## config.mk

```make
export PLATFORM = sky130hd
export DESIGN_NAME = cp_xfer_if
export DESIGN_NICKNAME = d
export VERILOG_FILES = /design/src/rtl/cp_xfer_if.sv
export SDC_FILE = /design/constraint.sdc
export NUM_CORES = 1
export LEC_CHECK = 0
export BUFFER_PORTS_ARGS = -buffer_cell sky130_fd_sc_hd__clkbuf_2
export CAP_MARGIN = 10
export CORE_MARGIN = 2
export CORE_UTILIZATION = 40
export DETAILED_ROUTE_END_ITERATION = 8
export HOLD_SLACK_MARGIN = 0.06
export PLACE_DENSITY = 0.79
export SYNTH_ARGS = -nofsm -noshare
export SYNTH_HDL_FRONTEND = slang
export SYNTH_SLANG_ARGS = --single-unit
```

## constraint.sdc

```tcl
create_clock -name clk -period 5.15 [get_ports clk]
set_clock_uncertainty 0.15 [all_clocks]
set_input_delay 1.2875 -clock clk [delete_from_list [all_inputs] [get_ports clk]]
set_output_delay 1.2875 -clock clk [all_outputs]
set_load 0.005 [all_outputs]
```

## src/rtl/cp_xfer_if.sv

```systemverilog
module cp_xfer_if #(
  parameter int ACC_WIN = 4
) (
  input  logic        clk,
  input  logic        rst_n,
  input  logic        issue,
  input  logic [31:0] instr,
  input  logic        cond_pass,
  input  logic [31:0] core_wdata,
  output logic        busy,
  output logic        cp_req,
  output logic [3:0]  cp_num,
  output logic [2:0]  cp_op1,
  output logic [2:0]  cp_op2,
  output logic [3:0]  cp_crn,
  output logic [3:0]  cp_crm,
  output logic        cp_dir,
  output logic [31:0] cp_wdata,
  input  logic [15:0] cp_accept,
  input  logic [31:0] cp_rdata,
  output logic        done,
  output logic        undef_trap,
  output logic        rf_we,
  output logic [3:0]  rf_waddr,
  output logic [31:0] rf_wdata,
  output logic        flag_we,
  output logic [3:0]  flags_nzcv
);
  localparam int CW = $clog2(ACC_WIN + 1);

  logic [31:0] ir;
  logic [CW-1:0] cnt;
  logic is_xfer, run_ok, go, hit, expire;

  assign is_xfer = (instr[27:24] == 4'b1110) && instr[4];
  assign run_ok  = (instr[31:28] == 4'b1111) || cond_pass;
  assign go      = issue && !busy && is_xfer && run_ok;
  assign hit     = busy && cp_accept[ir[11:8]];
  assign expire  = busy && !hit && (cnt == CW'(ACC_WIN - 1));

  assign cp_req   = busy;
  assign cp_num   = ir[11:8];
  assign cp_op1   = ir[23:21];
  assign cp_op2   = ir[7:5];
  assign cp_crn   = ir[19:16];
  assign cp_crm   = ir[3:0];
  assign cp_dir   = ir[20];
  assign rf_waddr = ir[15:12];

  always_ff @(posedge clk) begin
    if (!rst_n) begin
      busy       <= 1'b0;
      ir         <= '0;
      cnt        <= '0;
      cp_wdata   <= '0;
      done       <= 1'b0;
      undef_trap <= 1'b0;
      rf_we      <= 1'b0;
      rf_wdata   <= '0;
      flag_we    <= 1'b0;
      flags_nzcv <= '0;
    end else begin
      done       <= 1'b0;
      undef_trap <= 1'b0;
      rf_we      <= 1'b0;
      flag_we    <= 1'b0;
      if (go) begin
        busy     <= 1'b1;
        ir       <= instr;
        cp_wdata <= core_wdata;
        cnt      <= '0;
      end else if (hit) begin
        busy <= 1'b0;
        done <= 1'b1;
        if (ir[20]) begin
          if (ir[15:12] == 4'd15) begin
            flag_we    <= 1'b1;
            flags_nzcv <= cp_rdata[31:28];
          end else begin
            rf_we    <= 1'b1;
            rf_wdata <= cp_rdata;
          end
        end
      end else if (expire) begin
        busy       <= 1'b0;
        undef_trap <= 1'b1;
      end else if (busy) begin
        cnt <= cnt + 1'b1;
      end
    end
  end

  p_excl_r9: assert property (@(posedge clk) disable iff (!rst_n) !(rf_we && flag_we));
  p_rf_pulse_r9: assert property (@(posedge clk) disable iff (!rst_n) rf_we |=> !rf_we);
  p_fl_pulse_r9: assert property (@(posedge clk) disable iff (!rst_n) flag_we |=> !flag_we);
  p_skip_r2: assert property (@(posedge clk) disable iff (!rst_n)
    (issue && !busy && instr[31:28] != 4'b1111 && !cond_pass) |=> !cp_req);
  p_hold_r3: assert property (@(posedge clk) disable iff (!rst_n)
    (cp_req && $past(cp_req)) |-> ($stable(cp_num) && $stable(cp_dir) && $stable(cp_wdata)));
  p_trap_r5: assert property (@(posedge clk) disable iff (!rst_n)
    undef_trap |-> ($past(cp_req) && !cp_req && !done));
  p_flagonly_r8: assert property (@(posedge clk) disable iff (!rst_n)
    flag_we |-> (done && rf_waddr == 4'd15));
endmodule

```

* Word level (Yosys, flattened, before mapping)
Index checks and enable logic that the tools add are counted.
** Storage, ports and cells
- Output and inout port bits :: 97
- ROM bits :: 0
- Input bits :: 116
- Memories :: 0
- Word-level logic and storage cells :: 48
- Memory bits (writable) :: 0
- Register bits :: 100
- Bits in latches :: 0
** Operators by class
- Add/sub/neg operators :: 1
- Shift-type cells :: 0
- Mux-type cells :: 9
- Equality and inequality tests :: 4
- Bitwise operators :: 6
- $mul :: 0
- Reduce and logical (&&, ||, !) cells :: 17
- Order comparisons :: 1
- Div/mod/pow operators :: 0
** Operators with widths (number)
- 4-bit equality test (second input constant) :: 3
- 1-bit 2-to-1 mux :: 8
- 4-bit AND reduction :: 2
- 1-bit logical AND :: 7
- 1-bit inverter :: 6
- 4-bit by 5-bit less-than comparator with 1-bit output (second input constant) :: 1
- 1-bit binary-select mux with 4-bit select :: 1
- 4-bit OR reduction :: 1
- 3-bit by 1-bit adder with 3-bit output (second input constant) :: 1
- 3-bit by 2-bit equality test with 1-bit output (second input constant) :: 1
- 3-bit AND reduction :: 1
- 3-bit nonzero test :: 1
- 3-bit OR reduction :: 1
- 1-bit zero test :: 2
- 2-bit OR reduction :: 1
- 1-bit logical OR :: 1

* Logic depth before layout (Yosys ltp)
Gate-level depths: netlist (run 1).
- Depth after elaboration :: 9
- Mapped depth :: 8
- Mapped depth without buffers :: 6

* Least setup slack after synthesis (run 1)
OpenSTA, ideal clock, no wires.
- Kind :: input port to flip-flop
- Start point :: in instr[30]
- End point :: reg cp_wdata[13]
- Arrival time :: 2463 ps
- Buffers on the path :: 2
- Required time :: 4868 ps
- Slack :: 2405 ps
- Setup time :: 132 ps
- Stages on the path :: 6
- Cells stage by stage :: a41oi_1 or4_1 clkbuf_1 clkbuf_1 nand2_1 a21oi_1
** On the way
- Cells in the longest elaborated chain, start to end :: 3
** RTL lines
- start, declared :: line 7 : input logic [31:0] instr,
- 4-bit equality test :: line 36 : assign run_ok = (instr[31:28] == 4'b1111) || cond_pass;
- 1-bit logical OR :: line 36
- 1-bit logical AND :: line 37 : assign go = issue && !busy && is_xfer && run_ok;
- end signal, assigned :: line 70 : cp_wdata <= core_wdata;
- end, declared :: line 18 : output logic [31:0] cp_wdata,
Every way passes these cells.
A chain may end at the register's enable or synchronous reset.

* Final worst setup path (run 1)
- Start point :: in cp_accept[4]
- End point :: reg rf_wdata[22]
** On the way
- Cells in the longest elaborated chain, start to end :: 4
** RTL lines
- start, declared :: line 19 : input logic [15:0] cp_accept,
- 1-bit binary-select mux with 4-bit select :: line 38 : assign hit = busy && cp_accept[ir[11:8]];
- 1-bit 2-to-1 mux (implied by the code) :: line 38
- 1-bit logical AND :: line 38
- 4-bit AND reduction (no source line)
- end signal, assigned :: line 81 : rf_wdata <= cp_rdata;
- end, declared :: line 25 : output logic [31:0] rf_wdata,
Every way passes these cells. The select of a mux whose other input is x is not followed.

==> key figures, run 1 <==
Timing
  – Final hold slack: between 0.3 and 0.4 ns
  – Tmin final: roughly 3 ns
  – RSZ-0062 raised after global routing: no
  – Final setup fails: 0
  – Pins Over Slew Limit: 0
  – Peak Freq: 0.3334 GHz
  – Slew at the pin closest to its max-slew limit: 0.9839 ns
  – Relative slew slack: 34.41%
  – Fin crit share: around three fifths
  – Hold Fails Final Rpt: 0
  – Final TNS setup: 0 ns

Yosys
  – Top cells by area, synth: dfxtp_1 50%, nand2_1 17%, mux2i_1 10%
  – Syn. warnings: 0
  – Synth Register Bits: 99
  – Mapped Area: 0.003963 mm2
  – Synth top area share: 50.02%
  – Cells after Synth: 470
  – Syn Area/Cell: 8.431 um2
  – Synth area leader: dfxtp_1
  – Netlist cell types: 39
  – Sequential fraction of the synthesis area: 50.02%
  – Post-synthesis net count: 588

Drt
  – DRT iter0 DRCs: 147
  – Routed Wire Length: between 10000 and 15000 um
  – Routed Antenna Nets: 0
  – DR vias: 3774
  – Highest metal used: met4
  – Drt wl/cell: 12.55 um
  – Routed wl met2: 4582 um
  – DR DRC count: 0
  – Post-Route M1 WL: between 4000 and 5000 um
  – Vias per cell: between 4 and 5
  – 1st-pass router iterations: 4
  – Metal3 WL: a little over 1000 um

Critical path
  – Crit-path slowest cell: o22a_2
  – Worst path max stage delay: roughly 0.8 ns
  – R2r endpoint: rf_wdata[22]
  – End of the critical path: rf_wdata[22]
  – Startpoint types: input port
  – Critical Path Fanout Max: 32
  – Worst EP required: around 5.3 ns
  – R2R depth: 5
  – Reg2Reg Setup Slack: 2.48 ns
  – RR Startpoint: ir[8]
  – CP endpoint kind: flop
  – WS Path Type: input port to flop
  – Worst EP arrival: 3.13 ns
  – Crit path from: cp_accept[4]
  – Crit path cell chain: clkbuf_2 > mux2_1 > a22o_1 > nor2_1 > o22a_2 > mux2i_1

GRT
  – First-pass GRT wire length: 16340 um
  – Initial antenna violation count: 0
  – Vias in the first global route: 3598
  – GRT Util Overall: 18.34%
  – Overflow after GRT: 0
  – Largest net degree at the start of global routing: 71

CTS
  – Clock sink total: 99
  – CTS Buf Count: 9
  – Post-CTS Setup Inserts: 0
  – Post-CTS Resized: 0
  – Clock slew at reported path FFs: about 0.09 ns
  – CTS tree: done
  – Max Root-Sink Buffers: 2
  – Hold buffers post-CTS: 0
  – Worst-Skew Late Latency: 0.36 ns
  – CTS root buf: clkbuf_8
  – H-Tree Depth: 3

Floorplanning
  – Die height: 103.5 um
  – Die width: 103.5 um
  – Initial core utilization: between 40% and 50%
  – Core ar.: 0.009684 mm2
  – Row count: 36
  – # IOs: ~210
  – Die area: 0.01072 mm2

Layout
  – Layout Utilization: a little over half
  – Most common cell after layout, fill and taps aside: clkbuf_2
  – Ant. Diodes: 0
  – Layout cells sized above 1: 35.54%
  – Commonest non-fill, non-tap cells in the layout: 212 x clkbuf_2, 184 x nand2_1, 99 x dfxtp_1
  – Area Overhead vs Synth: 30.91%
  – Fill cell count: 905
  – Final nets: between 700 and 800

Placement
  – Port-buffer cells: roughly 210
  – Final RePlAce weighted congestion: 0.7840
  – Placed wire-length estimate: 7423 um

Power and ir drop
  – Worst VDD drop: approximately 0.00014 V
  – PwrDens: 257.8 mW/mm2
  – Power, Total: 1.337 mW
  – Leak: 2.530 nW

Run status
  – Status: complete, no violations

Hold path
  – Hold depth: 2
  – Min-delay worst type: flop to flop

Run
  – Max-Cap Viols: 0
stage by stage:
stage,std cells,worst slack (ns),area (um2)
after floorplan,470,2.405,3963
after global placement,783,1.833,5005
after detailed placement,783,1.756,5005
after CTS,797,2.149,5187
after global routing,797,2.018,5187
final,797,2.151,5187
sequential cells by signal, indices dropped and copies added (netlist names):
name / count
busy: 1
cnt: 3
cp_wdata: 32
done: 1
flag_we: 1
flags_nzcv: 4
ir: 23
rf_wdata: 32
rf_we: 1
undef_trap: 1
metal layers:
metal,vias to the layer above,GRT usage [%]
met5,-,0
met4,0,6.371
met3,15,7.552
met2,161,29.90
met1,1681,21.88
li1,1917,-
kinds of logic (layout without fill, tap and decap cells):
logic type,after synthesis,in the layout,synth area share [%]
flops,99,99,50.02
fa+ha+maj,2,2,0.6314
buf+inv,37,231,5.652
compound gates,70,70,9.726
simple gates,218,218,22.55
mux,44,44,11.43
worst min-delay path by stage:
stage                        from       endpoint  slack, ns
floorplan           flags_nzcv[0]  flags_nzcv[0]       0.30
global placement     cp_wdata[15]   cp_wdata[15]       0.29
detailed placement   cp_wdata[31]   cp_wdata[31]       0.30
CTS                  cp_wdata[31]   cp_wdata[31]       0.31
global route         cp_wdata[25]   cp_wdata[25]       0.33
finish                cp_wdata[4]    cp_wdata[4]       0.31
report_power, final:
group	switching (mW)	internal [mW]	total (mW)	leakage, nW
logic	0.0395	0.0426	0.0821	1.64
registers	0.00153	0.767	0.768	0.797
clock network	0.254	0.233	0.487	0.0885
total	0.295	1.04	1.34	2.53
worst max-delay path, delay by kind of cell:
kind                   cells  cell delay (ns)
AOI/OAI and AO/OA          2             1.03
buffers and inverters      1             0.08
muxes                      2             0.57
and+or+nand+nor            1             0.14
synthesized netlist by cell type (all sizes together):
cell type,number
o22ai,2
nand3,5
nor2b,3
nor4,1
and3b,2
a21boi,1
a41oi,1
and2,1
o22a,3
and3,6
buf,14
nand4,1
or4,1
a22oi,2
nand2,184
nor3,2
nand2b,3
or3,1
a22o,1
inv,2
dfxtp,99
a31oi,1
ha,2
nand4b,1
o21ai,3
a21oi,56
nor2,6
mux2i,40
mux2,4
clkbuf,21
nor3b,1
final cells by class:
| cell class | instances | area (um2) | area share, % |
|---|---|---|---|
| repair buffers | 215 | 1084 | 20.89 |
| clock buffers | 12 | 145.1 | 2.798 |
| inverters | 2 | 7.507 | 0.1447 |
| flip-flops and latches | 99 | 1982 | 38.21 |
| clock inverters | 2 | 37.54 | 0.7236 |
| well taps | 133 | 166.4 | 3.208 |
| multi-input cells | 334 | 1765 | 34.03 |
(Power assumes the default switching activity.)
==> run 2, diff against run 1 <==
==> constraint.sdc (replaced) <==
create_clock -name clk -period 2.9 [get_ports clk]
set_clock_uncertainty 0.15 [all_clocks]
set_input_delay 0.725 -clock clk [delete_from_list [all_inputs] [get_ports clk]]
set_output_delay 0.725 -clock clk [all_outputs]
set_load 0.005 [all_outputs]
==> key figures, run 2 (synthesis results as in run 1) <==
Run status
  – Status: complete, no violations

Critical path
  – CP endpoint kind: flop
  – WS Path Type: flop to flop
  – Worst EP required: 3.02 ns
  – Critical Path Fanout Max: 32
  – Reg2Reg Setup Slack: 0.66 ns
  – Startpoint types: flop
  – Worst EP arrival: 2.36 ns

CTS
  – H-Tree Depth: 3
  – Worst-Skew Late Latency: 0.35 ns
  – CTS tree: done
  – CTS Buf Count: 9
  – Hold buffers post-CTS: 0
  – CTS root buf: clkbuf_8
  – Post-CTS Resized: 0
  – Max Root-Sink Buffers: 2
  – Clock slew at reported path FFs: roughly 0.10 ns
  – Clock sink total: 99
  – Post-CTS Setup Inserts: 0

Power and ir drop
  – Leak: 2.566 nW
  – PwrDens: ~460 mW/mm2
  – Worst VDD drop: 0.0002724 V

Timing
  – Pins Over Slew Limit: 0
  – Tmin final: 2.241 ns
  – Relative slew slack: approximately three fifths
  – Fin crit share: between 70 and 80%
  – Hold Fails Final Rpt: 0
  – Peak Freq: 0.4462 GHz
  – Slew at the pin closest to its max-slew limit: 0.6122 ns
  – Final setup fails: 0
  – Final TNS setup: 0 ns
  – RSZ-0062 raised after global routing: no
  – Setup WS post-layout: 0.6587 ns

Layout
  – Biggest regs: cp_wdata x32, rf_wdata x32, ir x23
  – Fill cell count: 911
  – Area Overhead vs Synth: 32.78%
  – Layout Utilization: 54.33%
  – Layout cells sized above 1: 36.42%
  – Final nets: 783
  – Most common cell after layout, fill and taps aside: clkbuf_2
  – Ant. Diodes: 0
  – Non-Filler Instances: 803
  – Commonest non-fill, non-tap cells in the layout: 212 x clkbuf_2, 184 x nand2_1, 99 x dfxtp_1

Placement
  – Final RePlAce weighted congestion: 0.7685
  – Place WS: 0.4454 ns
  – Port-buffer cells: between 200 and 250
  – Placed wire-length estimate: 7534 um
  – Cell Count Post-Placement: roughly 790

Drt
  – DRT iter0 DRCs: approximately 230
  – Vias per cell: 4.791
  – DR vias: 3847
  – DR DRC count: 0
  – Drt wl/cell: 12.31 um
  – Routed Antenna Nets: 0
  – Routed Wire Length: 9883 um
  – 1st-pass router iterations: 4

Floorplanning
  – Core ar.: 0.009684 mm2
  – Row count: 36
  – Die width: 103.5 um
  – Initial core utilization: 40.92%
  – Die area: 0.01072 mm2
  – Die height: 103.5 um
  – # IOs: 213

GRT
  – GRT Util Overall: 18.40%
  – Vias in the first global route: around 3600
  – First-pass GRT wire length: 16440 um
  – Largest net degree at the start of global routing: between 70 and 80
  – Initial antenna violation count: 0
  – Overflow after GRT: 0

Run
  – Max-Cap Viols: 0

Hold path
  – Min-delay worst type: flop to flop
run 2: cell count changes in the layout (fill, tap and decap cells not counted), sizes merged:
cell / delta
clkbuf: -2
buf: +4
clkinv: +2
inv: +1
clkinvlp: +1
run 2: metrics by stage:
stage	hold slack (ns)	power [mW]	area, um2
detailed placement	0.2954	1.544	5060
finish	0.3079	2.396	5261
global placement	0.2917	1.541	5060
global route	0.3273	2.512	5261
CTS	0.3085	2.436	5261
floorplan	0.3011	1.453	3963
run 2: worst paths after layout:
check,from,end,cells after the start
setup reg to reg,ir[10],rf_wdata[5],6
setup / recovery,ir[10],rf_wdata[5],6
hold / removal,cp_wdata[15],cp_wdata[15],2
hold reg to reg,cp_wdata[15],cp_wdata[15],2
run 2: worst max-delay path, cell delays in order, from the launching register on:
cell     delay (ns)
dfxtp_1        0.55
mux2_1         0.39
a22o_1         0.22
nor2_1         0.14
o22a_2         0.20
buf_12         0.23
mux2i_1        0.25
run 2: layout make-up:
type	instances	area, um2	area share, %
multi-input cells	334	1765	33.56
clock buffers	10	137.6	2.616
repair buffers	219	1139	21.64
clock inverters	6	63.81	1.213
flip-flops and latches	99	1982	37.67
inverters	2	7.507	0.1427
well taps	133	166.4	3.163
run 2: power by group:
part,internal [mW],switching [mW],leakage (nW),total [mW]
logic,0.0770,0.0704,1.67,0.147
clock network,0.422,0.462,0.0987,0.884
registers,1.36,0.00259,0.797,1.36
total,1.86,0.535,2.57,2.40
run 2: routing by layer:
layer	routed length (um)	track usage, %
met2	4647	30.56
met1	4155	22.34
met4	176	7.143
met5	0	0
met3	904	5.727
